<file path="src/rtl/async_rom_reader.sv">
module async_rom_reader #(
  parameter int WA_W     = 23,
  parameter int DQ_W     = 16,
  parameter int CLK_PS   = 8000,
  parameter int T_ACC_PS = 100000,
  parameter int T_OE_PS  = 30000,
  parameter int T_HZ_PS  = 20000,
  parameter int T_RC_PS  = 100000
) (
  input  logic            clk,
  input  logic            rst_n,
  input  logic            req_valid,
  output logic            req_ready,
  input  logic [WA_W:0]   req_addr,
  input  logic            req_byte,
  output logic            rsp_valid,
  output logic [DQ_W-1:0] rsp_data,
  output logic [WA_W-1:0] rom_addr,
  output logic            rom_ce_n,
  output logic            rom_oe_n,
  output logic            rom_byte_n,
  output logic            rom_lsb_out,
  output logic            rom_lsb_oe,
  input  logic [DQ_W-1:0] rom_dq_in
);
  localparam int AA_CYC   = (T_ACC_PS + CLK_PS - 1) / CLK_PS;
  localparam int OE_CYC   = (T_OE_PS + CLK_PS - 1) / CLK_PS;
  localparam int HZ_CYC   = (T_HZ_PS + CLK_PS - 1) / CLK_PS;
  localparam int RC_CYC   = (T_RC_PS + CLK_PS - 1) / CLK_PS;
  localparam int OE_START = (AA_CYC > OE_CYC) ? AA_CYC - OE_CYC : 0;
  localparam int CNT_W    = $clog2(AA_CYC + RC_CYC + HZ_CYC + 2);
  localparam int HALF     = DQ_W / 2;

  typedef enum logic [1:0] {S_IDLE, S_ACC, S_REC} st_t;
  st_t state;

  logic             byte_q, lsb_q;
  logic [CNT_W-1:0] cyc, ocnt, hcnt;

  assign req_ready   = (state == S_IDLE);
  assign rom_lsb_oe  = byte_q;
  assign rom_lsb_out = lsb_q & byte_q;

  wire accept   = req_valid && req_ready;
  wire acc_done = ((cyc + 1'b1) >= CNT_W'(AA_CYC)) && !rom_oe_n &&
                  ((ocnt + 1'b1) >= CNT_W'(OE_CYC));
  wire rec_done = ((hcnt + 1'b1) >= CNT_W'(HZ_CYC)) &&
                  ((cyc + 1'b1) >= CNT_W'(RC_CYC));

  always_ff @(posedge clk) begin
    if (!rst_n) begin
      state      <= S_IDLE;
      rom_ce_n   <= 1'b1;
      rom_oe_n   <= 1'b1;
      rom_byte_n <= 1'b1;
      rom_addr   <= '0;
      byte_q     <= 1'b0;
      lsb_q      <= 1'b0;
      cyc        <= '0;
      ocnt       <= '0;
      hcnt       <= '0;
      rsp_valid  <= 1'b0;
      rsp_data   <= '0;
    end else begin
      rsp_valid <= 1'b0;
      unique case (state)
        S_IDLE: if (accept) begin
          byte_q     <= req_byte;
          rom_byte_n <= !req_byte;
          rom_addr   <= req_byte ? req_addr[WA_W:1] : req_addr[WA_W-1:0];
          lsb_q      <= req_addr[0];
          rom_ce_n   <= 1'b0;
          rom_oe_n   <= (OE_START == 0) ? 1'b0 : 1'b1;
          cyc        <= '0;
          ocnt       <= '0;
          state      <= S_ACC;
        end
        S_ACC: begin
          cyc <= cyc + 1'b1;
          if (acc_done) begin
            rsp_valid <= 1'b1;
            rsp_data  <= byte_q ? {{HALF{1'b0}}, rom_dq_in[HALF-1:0]} : rom_dq_in;
            rom_ce_n  <= 1'b1;
            rom_oe_n  <= 1'b1;
            hcnt      <= '0;
            state     <= S_REC;
          end else if (rom_oe_n && (cyc + 1'b1) == CNT_W'(OE_START)) begin
            rom_oe_n <= 1'b0;
            ocnt     <= '0;
          end else if (!rom_oe_n) begin
            ocnt <= ocnt + 1'b1;
          end
        end
        S_REC: begin
          cyc  <= cyc + 1'b1;
          hcnt <= hcnt + 1'b1;
          if (rec_done) state <= S_IDLE;
        end
        default: state <= S_IDLE;
      endcase
    end
  end
endmodule

</file>
<file path="config.mk">
export PLATFORM = sky130hd
export DESIGN_NAME = async_rom_reader
export DESIGN_NICKNAME = d
export VERILOG_FILES = /design/src/rtl/async_rom_reader.sv
export SDC_FILE = /design/constraint.sdc
export NUM_CORES = 1
export LEC_CHECK = 0
export BUFFER_PORTS_ARGS = -buffer_cell sky130_fd_sc_hd__buf_2
export CORE_ASPECT_RATIO = 1.1
export CORE_MARGIN = 2
export CORE_UTILIZATION = 35
export DETAILED_ROUTE_END_ITERATION = 6
export HOLD_SLACK_MARGIN = 0.02
export PLACE_DENSITY_LB_ADDON = 0.12
export SYNTH_ARGS = -nofsm -noshare
export SYNTH_HDL_FRONTEND = slang
export SYNTH_SLANG_ARGS = --single-unit
</file>
<file path="constraint.sdc">
create_clock -name clk -period 1.86 [get_ports clk]
set_input_delay 0.093 -clock clk [delete_from_list [all_inputs] [get_ports clk]]
set_output_delay 0.093 -clock clk [all_outputs]
set_load 0.005 [all_outputs]
</file>
==> results.sh, run 1 <==
export IMPL_avgSynthCellArea_um2=8.71
export IMPL_synthArstFlopShare_pct=0
export IMPL_skew_ns=0.0161
export IMPL_cp_num_cells=7
export IMPL_row_count=35
export IMPL_numClockSinks=62
export IMPL_synth_xor_area_share_pct=2.36
export IMPL_grt_max_degree=51
export IMPL_cp_slowest_cell="or3b_1"
export IMPL_syn_to_final_growth_pct=41.2
export IMPL_period_needed_ns=1.80
export IMPL_synth_top_family_by_area="compound AO/OA/AOI/OAI gates"
export IMPL_wire_per_inst_um=13.6
export IMPL_critical_path_startpoint_type="register"
export IMPL_ff_latch_area_um2=1260
export IMPL_pwr_share_comb_pct=23.3
export IMPL_swShare_pct=31.8
export IMPL_synth_most_common_cell="dfxtp_1"
export IMPL_cp_required_ns=2.14
export IMPL_dp_hpwl_mm=5.29
export IMPL_synth_top_area_share_pct=41.8
export IMPL_p_int_mw=2.27
export IMPL_ys_types=44
export IMPL_synth_area_leaders="dfxtp_1 (42%), mux2i_1 (8.1%), a211oi_1 (6.1%)"
export IMPL_timing_slew_headroom_pct=53.5
export IMPL_grt_pass1_wl_mm=12.9
export IMPL_maxCapViolations=0
export IMPL_place_area_um2=3700
export IMPL_end_kind="register"
export IMPL_grt_total_usage_pct=17.2
export IMPL_crit_type="reg2reg"
export IMPL_drt_initial_drc_count=54
export IMPL_synth_simple_gate_area_share_pct=19.5
export IMPL_power_mw=3.32
export IMPL_final_area_um2=4190
export IMPL_ant_nets=0
export IMPL_path_clk_slew_ns=0.08
export IMPL_cts_max_level=3
export IMPL_synth_ff_type="dfxtp_1"
export IMPL_clock_path_buffers=2
export IMPL_seq_power_share_pct=45.1
export IMPL_dieArea_um2=9240
export IMPL_seq_area_frac_synth_pct=41.8
export IMPL_wl_mm=7.86
export IMPL_drv_slew=0
export IMPL_ys_ff_latch=62
export IMPL_first_global_vias=2792
export IMPL_antenna_found_initial=0
export IMPL_setup_viol=0
export IMPL_final_cells=579
export IMPL_syn_nets=394
export IMPL_fmax_ghz=0.556
export IMPL_final_period_utilization_pct=96.8
export IMPL_antenna_cells=0
export IMPL_muxShareOfSynthArea_pct=8.47
export IMPL_coreArea_um2=8320
export IMPL_drive_above_1_share_pct=38.5
export IMPL_vdd_ir_drop_worst_mv=0.408
export IMPL_drc_errors=0
export IMPL_synth_compound_area_share_pct=19.5
export IMPL_crit_buf_inv=1
export IMPL_clock_latency_ns=0.34
export IMPL_hold_depth=3
export IMPL_status="finished clean"
export IMPL_viasPerCell=5.05
export IMPL_vias=2925
export IMPL_rsz0062_at_grt="yes"
export IMPL_port_buffer_count=89
export IMPL_cts_tree="done"
export IMPL_place_inst=547
export IMPL_multiInputGateArea_um2=1770
export IMPL_start_util_pct=35.7
export IMPL_grt_ovfl_total=0
export IMPL_synth_common_cells="dfxtp_1 (62), nor2_1 (36), nand2_1 (33)"
export IMPL_path_cells="a211o_1, nand2_1, a311oi_2, buf_6, nand3_4, or3b_1, a21oi_1"
export IMPL_synth_largest_area_cell="dfxtp_1"
export IMPL_crit_path_max_incr_delay_ns=0.39
export IMPL_synthAdderAreaFrac_pct=3.79
export IMPL_die_height_um=101
export IMPL_ff2ff_path_depth=7
export IMPL_finalHoldViolations=0
export IMPL_num_fill_cells=804
export IMPL_ios=90
export IMPL_p_sw_mw=1.06
export IMPL_synth_edf_count=0
export IMPL_worstHoldPathType="in2reg"
export IMPL_die_w_um=91.8
export IMPL_cts_buffers=9
export IMPL_synth_area_um2=2970
export IMPL_finalNetCount=516
export IMPL_p_clk_share_pct=31.6
export IMPL_tightest_slew_ns=0.697
export IMPL_root_buffer="clkbuf_8"
export IMPL_cp_arrival_ns=2.08
export IMPL_crit_family="compound AO/OA/AOI/OAI gates"
export IMPL_power_density_nw_per_um2=793
export IMPL_yosysWarnings=0
export IMPL_synth_cells=341
export IMPL_leakage_nw=1.81
export IMPL_path_max_fanout=7
export IMPL_dr_pass1_iters=4
export IMPL_place_gp_congestion=0.788
==> worst paths after layout <==
path           startpoint           end  slack, ns
max               ocnt[0]  rsp_data[12]       0.06
max reg2reg       ocnt[0]  rsp_data[12]       0.06
min           req_addr[0]         lsb_q       0.04
min reg2reg  rsp_data[14]  rsp_data[14]       0.45
==> power by group through the flow <==
stage | Clock, mW | Combinational, mW | Sequential [mW]
after global routing | 1.16 | 0.871 | 1.52
after detailed placement | 0 | 0.702 | 1.52
after CTS | 1.10 | 0.741 | 1.50
after floorplan | 0 | 0.403 | 1.53
final | 1.05 | 0.774 | 1.50
after global placement | 0 | 0.694 | 1.52
==> stage by stage <==
| step | util [%] | worst slack, ns | hold slack [ns] | setup TNS [ns] |
|---|---|---|---|---|
| 2_1_floorplan | - | 0.0123 | 0.233 | 0 |
| 3_3_place_gp | 44.5 | 0.000831 | 0.338 | 0 |
| 3_5_place_dp | 44.5 | -0.0942 | 0.347 | -0.818 |
| 4_1_cts | 48.8 | 0.0185 | 0.0317 | 0 |
| 5_1_grt | 50.4 | -0.0137 | 0.0376 | -0.0467 |
| 6_report | 50.4 | 0.0598 | 0.0408 | 0 |
==> layer usage <==
metal  part of all wire, %  track usage, %
met1                    44            20.8
met2                    49            29.4
met3                   6.1            5.46
met4                  0.88            5.17
met5                     0               0
==> flip-flops by register name, indices dropped and copies added, names as in the netlist, 2 cells and up <==
name	count
state	2
ocnt	5
rom_addr	23
rsp_data	16
cyc	5
hcnt	5
==> layout by cell type, fill, tap and decap left out, drive strengths merged, types with 2 or more instances in the layout <==
cell and count:
buf 125, dfxtp 62, nor2 36, nand2 33, mux2i 24, a211oi 24, nand3 21, a21oi 17
o21ai 16, inv 12, clkbuf 9, ha 9, nand4 8, dlygate4sd3 8, or3b 8, xor2 5
o41ai 4, clkinv 4, o211ai 3, nand2b 3, a22o 3, a31oi 3, nor3 3, xnor2 3
and2 3, a22oi 2, o21a 2, clkinvlp 2, o31ai 2, nor4 2
==> tightest hold or removal path, cell delays in order <==
cell and delay [ns]:
buf_2 0.10, mux2i_1 0.07, nor2_1 0.07
==> timing repair <==
action | in CTS | in global routing
setup endpoints to repair | 15 | 29
pin swaps | 2 | 13
gates resized for setup | 12 | 32
setup buffers | 5 | 3
cloned | 1 | 0
hold endpoints to repair | 8 | 0
hold buffers | 8 | 0
==> layout make-up <==
| class | count | share of cell area (%) |
|---|---|---|
| Clock buffer | 9 | 2.95 |
| Clock inverter | 7 | 1.13 |
| Inverter | 11 | 1.04 |
| Multi-Input combinational cell | 246 | 42.3 |
| Sequential cell | 62 | 30.0 |
| Tap cell | 111 | 3.31 |
| Timing Repair Buffer | 133 | 19.3 |
==> logic make-up after synthesis <==
group / count (synthesis)
buffers and inverters: 34
muxes: 25
xor gates and xnor gates: 8
DFF: 62
adders and majority gates: 9
AOI/OAI and AO/OA: 84
and+or+nand+nor: 119
No activity file was read; power rests on OpenSTA's default activity.
==> run 2, diff against run 1 <==
--- a/config.mk
+++ b/config.mk
@@ -10,6 +10,7 @@
 export CORE_MARGIN = 2
 export CORE_UTILIZATION = 35
 export DETAILED_ROUTE_END_ITERATION = 6
+export GPL_TIMING_DRIVEN = 0
 export HOLD_SLACK_MARGIN = 0.02
 export PLACE_DENSITY_LB_ADDON = 0.12
 export SYNTH_ARGS = -nofsm -noshare
==> results.sh, run 2 (same netlist as run 1, synthesis figures left out) <==
export IMPL_critical_path_startpoint_type="register"
export IMPL_dr_pass1_iters=4
export IMPL_grt_max_degree=20
export IMPL_largest_register="rom_addr"
export IMPL_final_period_utilization_pct=99.5
export IMPL_rrSetupSlack_ns=0.01
export IMPL_antenna_found_initial=0
export IMPL_ant_nets=0
export IMPL_start_util_pct=35.7
export IMPL_skew_ns=0.00806
export IMPL_period_needed_ns=1.85
export IMPL_worstHoldPathType="in2reg"
export IMPL_finalNetCount=513
export IMPL_power_mw=3.65
export IMPL_place_inst=540
export IMPL_final_cells=576
export IMPL_top_regs="rom_addr x23, rsp_data x16"
export IMPL_die_height_um=101
export IMPL_drive_above_1_share_pct=35.3
export IMPL_status="finished clean"
export IMPL_numClockSinks=62
export IMPL_cts_max_level=3
export IMPL_dieArea_um2=9240
export IMPL_cp_arrival_ns=2.07
export IMPL_wl_mm=8.18
export IMPL_place_gp_congestion=0.788
export IMPL_grt_total_usage_pct=18.5
export IMPL_first_global_vias=2896
export IMPL_mostFrequentLayoutCells="buf_2 (89), dfxtp_1 (55), nor2_1 (36)"
export IMPL_root_buffer="clkbuf_8"
export IMPL_cts_tree="done"
export IMPL_coreArea_um2=8320
export IMPL_path_max_fanout=10
export IMPL_leakage_nw=1.77
export IMPL_setup_viol=0
export IMPL_grt_pass1_wl_mm=13.8
export IMPL_syn_to_final_growth_pct=41.9
export IMPL_finalHoldViolations=0
export IMPL_ios=90
export IMPL_port_buffer_count=88
export IMPL_cp_required_ns=2.08
export IMPL_layout_commonest_cell="buf_2"
export IMPL_timing_slew_headroom_pct=53.7
export IMPL_dp_hpwl_mm=5.64
export IMPL_antenna_cells=0
export IMPL_wire_per_inst_um=14.2
export IMPL_viasPerCell=5.15
export IMPL_num_fill_cells=827
export IMPL_path_clk_slew_ns=0.08
export IMPL_clock_path_buffers=2
export IMPL_drc_errors=0
export IMPL_rsz0062_at_grt="yes"
export IMPL_final_area_um2=4210
export IMPL_end_kind="register"
export IMPL_holdWs_ns=0.0775
export IMPL_place_area_um2=3590
export IMPL_row_count=35
export IMPL_maxCapViolations=0
export IMPL_fmax_ghz=0.541
export IMPL_tightest_slew_ns=0.695
export IMPL_grt_ovfl_total=0
export IMPL_crit_type="reg2reg"
export IMPL_vdd_ir_drop_worst_mv=0.404
export IMPL_largest_reg_flops=23
export IMPL_die_w_um=91.8
export IMPL_clock_latency_ns=0.35
export IMPL_power_density_nw_per_um2=865
export IMPL_cts_buffers=9
export IMPL_drv_slew=0
export IMPL_vias=2969
export IMPL_drt_initial_drc_count=90
==> run 2: cell types whose count changed in the layout (fill, tap and decap cells not counted), sizes merged <==
cell | previous run | this run
clkinv | 4 | 3
clkinvlp | 2 | 1
dlygate4sd3 | 8 | 9
buf | 125 | 109
clkbuf | 9 | 23
bufinv | 0 | 2
inv | 12 | 10
==> run 2: report_power, final <==
group	internal (mW)	total (mW)	leakage, nW	switching (mW)
sequential	1.43	1.50	0.510	0.0649
combinational	0.327	0.763	1.15	0.436
clock	0.828	1.39	0.116	0.558
total	2.59	3.65	1.77	1.06
==> run 2: worst paths after layout <==
kind,cells past startpoint,from,to
min,3,rom_dq_in[10],rsp_data[10]
min reg2reg,2,rsp_data[15],rsp_data[15]
max,9,cyc[0],hcnt[0]
max reg2reg,9,cyc[0],hcnt[0]
==> run 2: final cells by class <==
cell class              instances  area, µm²  area share [%]
repair buffers                110        641            15.2
plain buffers                  20        108            2.55
multi-input cells             246       1800            42.7
well taps                     111        139            3.30
clock inverters                 5       81.3            1.93
flip-flops and latches         62       1250            29.8
inverters                      11       41.3           0.980
clock buffers                  11        151            3.59
==> run 2: repair_timing <==
action / in CTS / in global routing
cloned: 1 / 0
pin swaps: 17 / 6
setup buffers: 11 / 2
hold buffers: 9 / 0
gates resized for setup: 25 / 34
endpoints found under the setup margin: 55 / 28
endpoints found under the hold margin: 9 / 0
==> run 2: worst max-delay path, cell delays in order (launching register included) <==
cell and delay (ns):
dfxtp_4 0.37, ha_4 0.20, xnor2_2 0.15, o31ai_4 0.26, buf_12 0.15, nand3_4 0.11
buf_6 0.15, buf_6 0.13, nand4_1 0.11, o41ai_2 0.08
==> run 2: routing by layer <==
layer	up-vias	wire length [µm]	track usage, %
li1	1464	-	-
met1	1419	3570	22.7
met2	76	3970	30.5
met3	10	491	4.86
met4	0	143	8.38
met5	-	0	0
==> run 2: stage by stage <==
step | setup TNS, ns | utilization (%) | setup WS (ns)
floorplan | 0 | - | 0.0123
global placement | -11.98 | 43.2 | -0.413
detailed placement | -12.21 | 43.2 | -0.401
CTS | 0 | 49.1 | 0.000108
global route | -0.570 | 50.6 | -0.0753
finish | 0 | 50.6 | 0.00999
==> run 3, diff against run 2 <==
--- a/config.mk
+++ b/config.mk
@@ -12,7 +12,7 @@
 export DETAILED_ROUTE_END_ITERATION = 6
 export GPL_TIMING_DRIVEN = 0
 export HOLD_SLACK_MARGIN = 0.02
-export PLACE_DENSITY_LB_ADDON = 0.12
+export RECOVER_POWER = 50
 export SYNTH_ARGS = -nofsm -noshare
 export SYNTH_HDL_FRONTEND = slang
 export SYNTH_SLANG_ARGS = --single-unit
==> results.sh, run 3 (same netlist as run 1, synthesis figures left out) <==
export IMPL_finalNetCount=518
export IMPL_num_fill_cells=801
export IMPL_r2r_start="cyc[0]"
export IMPL_crit_path_max_incr_delay_ns=0.38
export IMPL_antenna_cells=0
export IMPL_cp_arrival_ns=2.04
export IMPL_end_kind="register"
export IMPL_cts_tree="done"
export IMPL_power_mw=3.67
export IMPL_largest_reg_flops=23
export IMPL_drt_initial_drc_count=89
export IMPL_drive_above_1_share_pct=30.6
export IMPL_wl_mm=7.95
export IMPL_root_buffer="clkbuf_8"
export IMPL_mostFrequentLayoutCells="buf_2 (62), dfxtp_1 (55), clkbuf_1 (38)"
export IMPL_tightest_slew_ns=0.661
export IMPL_finalHoldViolations=0
export IMPL_status="finished clean"
export IMPL_grt_max_degree=12
export IMPL_viasPerCell=5.09
export IMPL_path_max_fanout=5
export IMPL_layout_commonest_cell="buf_2"
export IMPL_ios=90
export IMPL_dr_pass1_iters=4
export IMPL_path_cells="inv_2, ha_4, nor3_2, o31ai_4, buf_6, nand3_4, buf_6, clkbuf_16, nand3_1, o21ai_0"
export IMPL_crit_path_start="cyc[0]"
export IMPL_final_cells=581
export IMPL_final_setup_tns_ns=0
export IMPL_port_buffer_count=88
export IMPL_fin_util_pct=51.4
export IMPL_drc_errors=0
export IMPL_rsz0062_at_grt="yes"
export IMPL_maxCapViolations=0
export IMPL_grt_ovfl_total=0
export IMPL_pre_cts_ws_ns=-0.373
export IMPL_leakage_nw=1.72
export IMPL_path_common_cell="buf_6"
export IMPL_clock_latency_ns=0.34
export IMPL_crit_type="reg2reg"
export IMPL_dieArea_um2=9240
export IMPL_final_period_utilization_pct=98.0
export IMPL_fin_ws_ns=0.0378
export IMPL_drv_slew=0
export IMPL_grt_total_usage_pct=17.2
export IMPL_period_needed_ns=1.82
export IMPL_place_inst=540
export IMPL_place_gp_congestion=0.804
export IMPL_die_w_um=91.8
export IMPL_vdd_ir_drop_worst_mv=0.487
export IMPL_critical_path_startpoint_type="register"
export IMPL_power_density_nw_per_um2=858
export IMPL_ff_latch_area_um2=1260
export IMPL_ant_nets=0
export IMPL_path_clk_slew_ns=0.07
export IMPL_wire_per_inst_um=13.7
export IMPL_worstHoldPathType="in2reg"
export IMPL_fmax_ghz=0.549
export IMPL_cts_buffers=9
export IMPL_multiInputGateArea_um2=1820
export IMPL_skew_ns=0.00948
export IMPL_syn_to_final_growth_pct=43.9
export IMPL_holdWs_ns=0.0900
export IMPL_timing_hold_worst_start="rom_dq_in[15]"
export IMPL_first_global_vias=2854
export IMPL_vias=2957
export IMPL_timing_slew_headroom_pct=56.0
export IMPL_grt_pass1_wl_mm=13.0
export IMPL_cp_slowest_cell="dfxtp_4"
export IMPL_die_height_um=101
export IMPL_largest_register="rom_addr"
export IMPL_cp_required_ns=2.08
export IMPL_top_regs="rom_addr x23, rsp_data x16"
export IMPL_antenna_found_initial=0
export IMPL_dp_hpwl_mm=5.46
export IMPL_start_util_pct=35.7
export IMPL_clock_path_buffers=2
export IMPL_cts_max_level=3
export IMPL_place_area_um2=3590
export IMPL_setup_viol=0
export IMPL_numClockSinks=62
export IMPL_row_count=35
export IMPL_coreArea_um2=8320
export IMPL_final_area_um2=4270
## run 3: cell types whose count changed in the layout (fill, tap and decap cells not counted), sizes merged
cell | before | now
buf | 109 | 86
clkinv | 3 | 2
clkinvlp | 1 | 0
clkbuf | 23 | 53
## run 3: critical path, delay by kind of cell, from the launching register on
kind            cells  cell delay (ns)
flops               1             0.38
simple gates        3             0.22
compound gates      2             0.32
buf+inv             4             0.52
fa+ha+maj           1             0.26
## run 3: metal layers
metal / GRT usage [%] / share of wire, % / vias up
met3: 4.71 / 6.1 / 10
met2: 27.8 / 47 / 83
met5: 0 / 0 / -
met1: 22.2 / 46 / 1382
met4: 6.20 / 1.4 / 0
li1: - / - / 1482
## run 3: final timing paths
kind | end | slack [ns] | cells after the start
worst max-delay path | rsp_data[6] | 0.04 | 10
worst min-delay path | rsp_data[15] | 0.09 | 3
worst max register to register | rsp_data[6] | 0.04 | 10
worst min register to register | rsp_data[15] | 0.46 | 2
## run 3: timing repair
item                                   4_1_cts  5_1_grt
pin swaps                                    9       13
resized for setup                           33       28
gates cloned                                 1        1
endpoints found under the hold margin        9        0
hold buffers                                 9        0
setup endpoints to repair                   55       40
setup buffers                               11        6
## run 3: report_power, final
group          leakage [nW]  total (mW)  switching [mW]  internal (mW)
logic                  1.09       0.778           0.446          0.332
clock network         0.120        1.39           0.528          0.864
registers             0.511        1.50          0.0654           1.43
total                  1.72        3.67            1.04           2.63
## run 3: cell type report
class	instances	area share (%)
Timing Repair Buffer	115	15.7
Tap cell	111	3.25
Multi-Input combinational cell	246	42.5
Sequential cell	62	29.4
Clock buffer	13	3.95
Inverter	11	0.966
Clock inverter	3	1.52
Buffer	20	2.61
